$ cat src/rtl/ser_eeprom_pkg.sv
// Shared types for the serial EEPROM: opcode classes, command-engine
// states and the kinds of pending write. Assumes 8-bit instruction units.
package ser_eeprom_pkg;

    typedef enum logic [2:0] {
        OP_READ, OP_PROG, OP_WRAL, OP_ERAL, OP_WREN, OP_WRDIS, OP_STAT, OP_NONE
    } op_e;

    typedef enum logic [2:0] {
        ST_OP, ST_ADR, ST_DIN, ST_LOAD, ST_DOUT, ST_STAT, ST_DONE
    } st_e;

    typedef enum logic [1:0] {
        WK_ONE, WK_ALL, WK_ERASE
    } wk_e;

    localparam logic [3:0] OP_PREFIX = 4'b1010;

    // Maps a received opcode unit to its class; anything unknown is OP_NONE.
    function automatic op_e decode_op(input logic [7:0] b);
        if (b[7:4] != OP_PREFIX) return OP_NONE;
        case (b[3:0])
            4'b1000: return OP_READ;
            4'b0100: return OP_PROG;
            4'b0001: return OP_WRAL;
            4'b0010: return OP_ERAL;
            4'b0011: return OP_WREN;
            4'b0000: return OP_WRDIS;
            4'b1001: return OP_STAT;
            default: return OP_NONE;
        endcase
    endfunction

endpackage

$ cat src/rtl/ser_eeprom_sync.sv
// Input synchronizer for cs, sk and di. Passes the three inputs through
// STAGES flops and detects sk edges on the synchronized copy.
// Assumes sk is held at each level for several clk periods.
module ser_eeprom_sync #(
    parameter int STAGES = 2
) (
    input  logic clk,
    input  logic rst_n,
    input  logic cs,
    input  logic sk,
    input  logic di,
    output logic cs_s,
    output logic di_s,
    output logic sk_rise,
    output logic sk_fall
);
    logic [2:0] chain [STAGES];
    logic       sk_d;

    genvar g;
    generate
        for (g = 0; g < STAGES; g++) begin : g_stage
            if (g == 0) begin : g_first
                // First stage samples the raw pins.
                always_ff @(posedge clk) begin
                    if (!rst_n) chain[0] <= '0;
                    else        chain[0] <= {cs, sk, di};
                end
            end else begin : g_next
                // Later stages pass the previous stage along.
                always_ff @(posedge clk) begin
                    if (!rst_n) chain[g] <= '0;
                    else        chain[g] <= chain[g-1];
                end
            end
        end
    endgenerate

    // Delayed synchronized sk, used for edge detection.
    always_ff @(posedge clk) begin
        if (!rst_n) sk_d <= 1'b0;
        else        sk_d <= chain[STAGES-1][1];
    end

    assign cs_s    = chain[STAGES-1][2];
    assign di_s    = chain[STAGES-1][0];
    assign sk_rise = chain[STAGES-1][1] & ~sk_d;
    assign sk_fall = ~chain[STAGES-1][1] & sk_d;

endmodule

$ cat src/rtl/ser_eeprom_cmd.sv
// Command engine. Shifts in opcode, address and data units on sk rises,
// owns the write-enable latch, requests writes and drives the serial
// output on sk falls. Assumes synchronized inputs and single-cycle edges.
module ser_eeprom_cmd
    import ser_eeprom_pkg::*;
#(
    parameter int ADDR_W = 7,
    parameter int DATA_W = 16
) (
    input  logic              clk,
    input  logic              rst_n,
    input  logic              cs_s,
    input  logic              di_s,
    input  logic              sk_rise,
    input  logic              sk_fall,
    input  logic              busy,
    input  logic              wp_q,
    input  logic [DATA_W-1:0] rd_data,
    output logic [ADDR_W-1:0] rd_addr,
    output logic              launch,
    output wk_e               launch_kind,
    output logic [ADDR_W-1:0] launch_addr,
    output logic [DATA_W-1:0] launch_data,
    output logic              wel,
    output logic              do_o,
    output logic              do_en
);
    localparam int CW = $clog2(DATA_W);
    localparam logic [CW-1:0] LAST_BYTE_BIT = CW'(7);
    localparam logic [CW-1:0] LAST_WORD_BIT = CW'(DATA_W - 1);

    st_e               st;
    op_e               op;
    logic [CW-1:0]     bitcnt;
    logic [DATA_W-1:0] sh;
    logic [DATA_W-1:0] dsh;
    logic [ADDR_W-1:0] adr;
    logic [1:0]        stat_sel;
    logic [7:0]        unit_in;
    logic [DATA_W-1:0] word_in;
    logic              can_write;
    logic              flag;
    op_e               op_in;

    assign unit_in   = {sh[6:0], di_s};
    assign word_in   = {sh[DATA_W-2:0], di_s};
    assign op_in     = decode_op(unit_in);
    assign can_write = wel & ~wp_q & ~busy;
    assign rd_addr   = adr;

    // Selected status flag, evaluated live at each falling edge.
    always_comb begin
        case (stat_sel)
            2'b00:   flag = ~busy;
            2'b10:   flag = ~(wel & ~wp_q);
            default: flag = 1'b0;
        endcase
    end

    // Instruction sequencing, latch updates, write requests and output shifting.
    always_ff @(posedge clk) begin
        if (!rst_n) begin
            st          <= ST_OP;
            op          <= OP_NONE;
            bitcnt      <= '0;
            sh          <= '0;
            dsh         <= '0;
            adr         <= '0;
            stat_sel    <= 2'b00;
            wel         <= 1'b0;
            do_o        <= 1'b0;
            do_en       <= 1'b0;
            launch      <= 1'b0;
            launch_kind <= WK_ONE;
            launch_addr <= '0;
            launch_data <= '0;
        end else begin
            launch <= 1'b0;
            if (!cs_s) begin
                st     <= ST_OP;
                bitcnt <= '0;
                do_en  <= 1'b0;
                do_o   <= 1'b0;
            end else begin
                if (st == ST_LOAD) begin
                    dsh <= rd_data;
                    st  <= ST_DOUT;
                end
                if (sk_rise) begin
                    case (st)
                        ST_OP: begin
                            sh <= word_in;
                            if (bitcnt == LAST_BYTE_BIT) begin
                                bitcnt <= '0;
                                op     <= op_in;
                                case (op_in)
                                    OP_READ, OP_PROG, OP_WRAL, OP_STAT: st <= ST_ADR;
                                    OP_WREN: begin
                                        wel <= 1'b1;
                                        st  <= ST_DONE;
                                    end
                                    OP_WRDIS: begin
                                        wel <= 1'b0;
                                        st  <= ST_DONE;
                                    end
                                    OP_ERAL: begin
                                        launch      <= can_write;
                                        launch_kind <= WK_ERASE;
                                        launch_data <= '1;
                                        st          <= ST_DONE;
                                    end
                                    default: st <= ST_DONE;
                                endcase
                            end else begin
                                bitcnt <= bitcnt + 1'b1;
                            end
                        end
                        ST_ADR: begin
                            sh <= word_in;
                            if (bitcnt == LAST_BYTE_BIT) begin
                                bitcnt <= '0;
                                adr    <= unit_in[7 -: ADDR_W];
                                case (op)
                                    OP_READ: st <= ST_LOAD;
                                    OP_STAT: begin
                                        stat_sel <= unit_in[7:6];
                                        st       <= ST_STAT;
                                    end
                                    default: st <= ST_DIN;
                                endcase
                            end else begin
                                bitcnt <= bitcnt + 1'b1;
                            end
                        end
                        ST_DIN: begin
                            sh <= word_in;
                            if (bitcnt == LAST_WORD_BIT) begin
                                bitcnt      <= '0;
                                launch      <= can_write;
                                launch_kind <= (op == OP_WRAL) ? WK_ALL : WK_ONE;
                                launch_addr <= adr;
                                launch_data <= word_in;
                                st          <= ST_DONE;
                            end else begin
                                bitcnt <= bitcnt + 1'b1;
                            end
                        end
                        default: ;
                    endcase
                end
                if (sk_fall) begin
                    case (st)
                        ST_DOUT: begin
                            do_o  <= dsh[DATA_W-1];
                            dsh   <= {dsh[DATA_W-2:0], 1'b0};
                            do_en <= 1'b1;
                        end
                        ST_STAT: begin
                            do_o  <= flag;
                            do_en <= 1'b1;
                        end
                        default: ;
                    endcase
                end
            end
        end
    end

endmodule

$ cat src/rtl/ser_eeprom_store.sv
// Word storage and program timer. Accepts a write request when idle,
// holds busy for PROG_CYCLES cycles, then commits to one word or to all
// words. Assumes PROG_CYCLES >= 1. Resets to the erased state.
module ser_eeprom_store
    import ser_eeprom_pkg::*;
#(
    parameter int ADDR_W      = 7,
    parameter int DATA_W      = 16,
    parameter int PROG_CYCLES = 400
) (
    input  logic              clk,
    input  logic              rst_n,
    input  logic              launch,
    input  wk_e               launch_kind,
    input  logic [ADDR_W-1:0] launch_addr,
    input  logic [DATA_W-1:0] launch_data,
    input  logic [ADDR_W-1:0] rd_addr,
    output logic [DATA_W-1:0] rd_data,
    output logic              busy,
    output logic              commit
);
    localparam int DEPTH = 1 << ADDR_W;
    localparam int TW    = $clog2(PROG_CYCLES + 1);
    localparam logic [TW-1:0] T_LOAD = TW'(PROG_CYCLES - 1);

    logic [DATA_W-1:0] mem [DEPTH];
    logic [TW-1:0]     cnt;
    logic              p_all;
    logic [ADDR_W-1:0] p_addr;
    logic [DATA_W-1:0] p_data;

    // Program timer: capture the request, count down, pulse commit at the end.
    always_ff @(posedge clk) begin
        if (!rst_n) begin
            busy   <= 1'b0;
            commit <= 1'b0;
            cnt    <= '0;
            p_all  <= 1'b0;
            p_addr <= '0;
            p_data <= '0;
        end else begin
            commit <= 1'b0;
            if (busy) begin
                if (cnt == '0) begin
                    busy   <= 1'b0;
                    commit <= 1'b1;
                end else begin
                    cnt <= cnt - 1'b1;
                end
            end else if (launch) begin
                busy   <= 1'b1;
                cnt    <= T_LOAD;
                p_all  <= (launch_kind != WK_ONE);
                p_addr <= launch_addr;
                p_data <= launch_data;
            end
        end
    end

    genvar w;
    generate
        for (w = 0; w < DEPTH; w++) begin : g_word
            // One storage word: erased on reset, written on a matching commit.
            always_ff @(posedge clk) begin
                if (!rst_n)
                    mem[w] <= '1;
                else if (commit && (p_all || p_addr == ADDR_W'(w)))
                    mem[w] <= p_data;
            end
        end
    endgenerate

    assign rd_data = mem[rd_addr];

endmodule

$ cat src/rtl/ser_eeprom.sv
// Top of the serial EEPROM: synchronizer, command engine and storage.
// Assumes sk is much slower than clk and wr_lock changes only between
// instructions.
module ser_eeprom
    import ser_eeprom_pkg::*;
#(
    parameter int ADDR_W      = 7,
    parameter int DATA_W      = 16,
    parameter int PROG_CYCLES = 400,
    parameter int SYNC_STAGES = 2
) (
    input  logic clk,
    input  logic rst_n,
    input  logic cs,
    input  logic sk,
    input  logic di,
    input  logic wr_lock,
    output logic do_o,
    output logic do_en,
    output logic ready
);
    logic              cs_s, di_s, sk_rise, sk_fall;
    logic              wp_q;
    logic              busy, commit, launch, wel;
    wk_e               launch_kind;
    logic [ADDR_W-1:0] launch_addr, rd_addr;
    logic [DATA_W-1:0] launch_data, rd_data;

    // Registers the write-lock pin before it gates any write.
    always_ff @(posedge clk) begin
        if (!rst_n) wp_q <= 1'b0;
        else        wp_q <= wr_lock;
    end

    ser_eeprom_sync #(.STAGES(SYNC_STAGES)) u_sync (
        .clk(clk), .rst_n(rst_n), .cs(cs), .sk(sk), .di(di),
        .cs_s(cs_s), .di_s(di_s), .sk_rise(sk_rise), .sk_fall(sk_fall)
    );

    ser_eeprom_cmd #(.ADDR_W(ADDR_W), .DATA_W(DATA_W)) u_cmd (
        .clk(clk), .rst_n(rst_n), .cs_s(cs_s), .di_s(di_s),
        .sk_rise(sk_rise), .sk_fall(sk_fall), .busy(busy), .wp_q(wp_q),
        .rd_data(rd_data), .rd_addr(rd_addr), .launch(launch),
        .launch_kind(launch_kind), .launch_addr(launch_addr),
        .launch_data(launch_data), .wel(wel), .do_o(do_o), .do_en(do_en)
    );

    ser_eeprom_store #(.ADDR_W(ADDR_W), .DATA_W(DATA_W), .PROG_CYCLES(PROG_CYCLES)) u_store (
        .clk(clk), .rst_n(rst_n), .launch(launch), .launch_kind(launch_kind),
        .launch_addr(launch_addr), .launch_data(launch_data),
        .rd_addr(rd_addr), .rd_data(rd_data), .busy(busy), .commit(commit)
    );

    assign ready = ~busy;

endmodule

$ cat config.mk
export PLATFORM = sky130hd
export DESIGN_NAME = ser_eeprom
export DESIGN_NICKNAME = d
export VERILOG_FILES = /design/src/rtl/ser_eeprom_pkg.sv /design/src/rtl/ser_eeprom_sync.sv /design/src/rtl/ser_eeprom_cmd.sv /design/src/rtl/ser_eeprom_store.sv /design/src/rtl/ser_eeprom.sv
export SDC_FILE = /design/constraint.sdc
export NUM_CORES = 2
export LEC_CHECK = 0
export BUFFER_PORTS_ARGS = -buffer_cell sky130_fd_sc_hd__buf_2
export CAP_MARGIN = 20
export CORE_UTILIZATION = 40
export CTS_CLUSTER_DIAMETER = 100
export DETAILED_ROUTE_END_ITERATION = 8
export PLACE_DENSITY = 0.64
export SLEW_MARGIN = 10
export SYNTH_ARGS = -nofsm -noshare
export SYNTH_HDL_FRONTEND = slang
export SYNTH_HIERARCHICAL = 1
export SYNTH_SLANG_ARGS = --single-unit
$ cat constraint.sdc
create_clock -name clk -period 4 [get_ports clk]
set_input_delay 0.4 -clock clk [delete_from_list [all_inputs] [get_ports clk]]
set_output_delay 0.4 -clock clk [all_outputs]
set_load 0.1 [all_outputs]
==> flow_summary.yaml <==
clock_tree:
  clkTransAtPathRegs_ns: 0.06
  cts_tree: "built"
  clk_path_buf_depth: 3
  clock_latency_ns: 0.88
  cts_resized: 0
  cts_num_sinks: 2170
  cts_made_buffers: 214
  postCtsSetupBuffers: 0
  htree_levels: 4
  holdBufCountCts: 5
  ctsRootBufferMaster: "clkbuf_16"
logic_synthesis:
  yosysWarnings: 6
  syn_area_per_cell_um2: 15.47
  synth.distinct_cells: 62
  synth-edff-count: 2048
  async_reset_ff_share_pct: 0
  syn_nets: 6409
  yosysSeqAreaShare_pct: 64.58
  synth.ff_latch_count: 2170
  synth_flop_cell: "edfxtp_1"
  syn_inst: 6401
  synth_area_um2: 99010
die:
  die_h_um: 499.5
  die_x_um: 499.5
  die_area_um2: 249500
  core_area_um2: 245900
  rows: 182
  io_pins: 9
  start_util_pct: 40.26
critical_path:
  start_kind: "flip-flop"
  crit_path_max_fanout: 16
  critical_path_class: "reg2reg"
  arrival_ns: 4.26
  cp.required_ns: 4.54
  worstSetupEndpointType: "flip-flop"
detailed_routing:
  num_vias: 59690
  dr.pass1.iters: 5
  final_antenna_net_count: 0
  viasPerCell: 6.175
  top_layer_used: "met5"
  totalWireLength_um: 285800
  drt_iter0_drc: 7723
  drcViolationCount: 0
  wl_met2_um: 133700
  wl_met3_um: 28920
  wl_met1_um: 113000
  detail_route.wl_per_cell_um: 29.56
finish:
  drive_gt1_share_pct: 23.75
  final_nets: 6276
  synthToLayoutAreaGrowth_pct: 12.55
  layout.cells.most_common_list: "or3_1, edfxtp_1, mux4_2"
  num-fill-cells: 20950
  stdcell_area_um2: 111400
  fin_util_pct: 45.31
  stdcell_count: 9667
  final_common_cell: "or3_1"
placed_design:
  hpwl_um: 173600
  place_congestion: 0.9051
  dp.cells: 9258
  portBuffers: 8
  place_area_um2: 104300
sta:
  fin_setup_tns_ns: 0
  whs_ns: 0.3005
  rsz0062_at_grt: "no"
  fin_crit_ns: 3.720
  finalHoldViolCount: 0
  setup_viol: 0
  timing.final.crit_share_pct: 93.01
  max_slew_margin_pct: 15.19
  skew_ns: 0.04756
  worst_slew_pin_slew_ns: 1.272
  maxSlewViolCount: 0
  fmax_ghz: 0.2688
job:
  max-cap-violations: 0
outcome:
  status: "completed"
min_path:
  hold_path.class: "in2reg"
global_routing:
  grt_pass1_wl_um: 416400
  grt_start_max_net_pins: 311
  antenna_found_initial: 22
  grt_pass1_vias: 58470
  grt.overflow.total: 0
  grt_usage_pct: 22.65
power:
  p_per_area_nw_per_um2: 408.1
  leakage_nw: 24.18
  vdd_drop_max_v: 0.0004828
## per-stage QoR
stage,power [mW],setup WS [ns]
2_1_floorplan,25.60,0.5510
3_3_place_gp,25.97,0.4881
3_5_place_dp,25.98,0.4465
4_1_cts,45.71,0.4183
5_1_grt,46.51,0.2408
6_report,45.47,0.2795
## critical path, stage by stage (launching register included)
cell     delay [ns]
dfxtp_1        0.90
nand2_1        0.29
nor2_1         0.84
buf_4          0.37
a21oi_1        0.27
buf_4          0.27
o21ai_1        0.11
buf_4          0.30
## worst paths after layout
| path | slack [ns] | start | end | cells past startpoint |
|---|---|---|---|---|
| max | 0.28 | u_store/p_addr[3] | u_store/mem[63][4] | 7 |
| min | 0.30 | sk | u_sync/chain[0][1] | 3 |
| max reg2reg | 0.28 | u_store/p_addr[3] | u_store/mem[63][4] | 7 |
| min reg2reg | 0.43 | u_sync/chain[0][1] | u_sync/chain[1][1] | 1 |
## synthesized netlist by cell type, drive strengths merged (4+ instances only)
master	n	area (um^2)
inv	9	33.78
nand3	10	50.05
dfxtp	122	2442
nor2b	6	37.54
buf	91	467.9
a21oi	183	915.9
clkbuf	740	2778
xor2	6	52.55
nor2	53	217.7
nor3	11	55.05
nand4bb	4	50.05
nand4b	4	35.03
and2	9	56.30
a31oi	5	31.28
nand2	107	401.6
nor4b	6	77.58
mux2	17	191.4
mux2i	12	120.1
or3	2053	12840
o221a	16	180.2
mux4	672	15130
nor4bb	7	70.07
nor3b	9	67.56
nand4	5	31.28
o21ai	141	705.7
o221ai	14	122.6
edfxtp	2048	61500
## flip-flops by register name, indices dropped and copies added (netlist names), 2 cells and up
name,flops
u_cmd/bitcnt,4
u_cmd/dsh,16
u_cmd/launch_addr,7
u_cmd/launch_data,16
u_cmd/launch_kind,2
u_cmd/op,3
u_cmd/rd_addr,7
u_cmd/sh,15
u_cmd/st,3
u_cmd/stat_sel,2
u_store/cnt,9
u_store/mem,2048
u_store/p_addr,7
u_store/p_data,16
u_sync/chain,6
## routing by layer
| layer | up-vias | GRT usage [%] |
|---|---|---|
| li1 | 25240 | - |
| met1 | 31110 | 31.45 |
| met2 | 2923 | 35.17 |
| met3 | 420 | 4.897 |
| met4 | 6 | 7.914 |
| met5 | - | 0 |
## layout make-up
cell class                      instances  area, um^2  share of cell area, %
Clock buffer                          265        5598                  5.024
Antenna cell                            6       15.01                0.01347
Timing Repair Buffer                  482        4437                  3.982
Multi-Input combinational cell       3390       31990                  28.71
Inverter                               10       42.54                0.03818
Tap cell                             3220        4029                  3.616
Clock inverter                        124        1295                  1.162
Sequential cell                      2170       64020                  57.45
## power by group
| part | leakage [nW] | total, mW | internal, mW | switching (mW) |
|---|---|---|---|---|
| Clock | 3.34 | 20.0 | 11.1 | 8.86 |
| Combinational | 5.99 | 0.773 | 0.162 | 0.611 |
| Sequential | 14.8 | 24.7 | 24.7 | 0.00343 |
## kinds of logic (layout without fill, tap and decap cells)
group / count (synthesis) / count (layout) / synth area share, %
and+or+nand+nor: 2302 / 2302 / 14.28
DFF: 2170 / 2170 / 64.58
buffers and inverters: 841 / 881 / 3.316
muxes: 701 / 701 / 15.60
AOI/OAI and AO/OA: 379 / 379 / 2.147
xor gates and xnor gates: 6 / 6 / 0.05308
adders and majority gates: 2 / 2 / 0.02527
other: 0 / 6 / 0
Note: power is estimated with default switching activity, not from simulation.
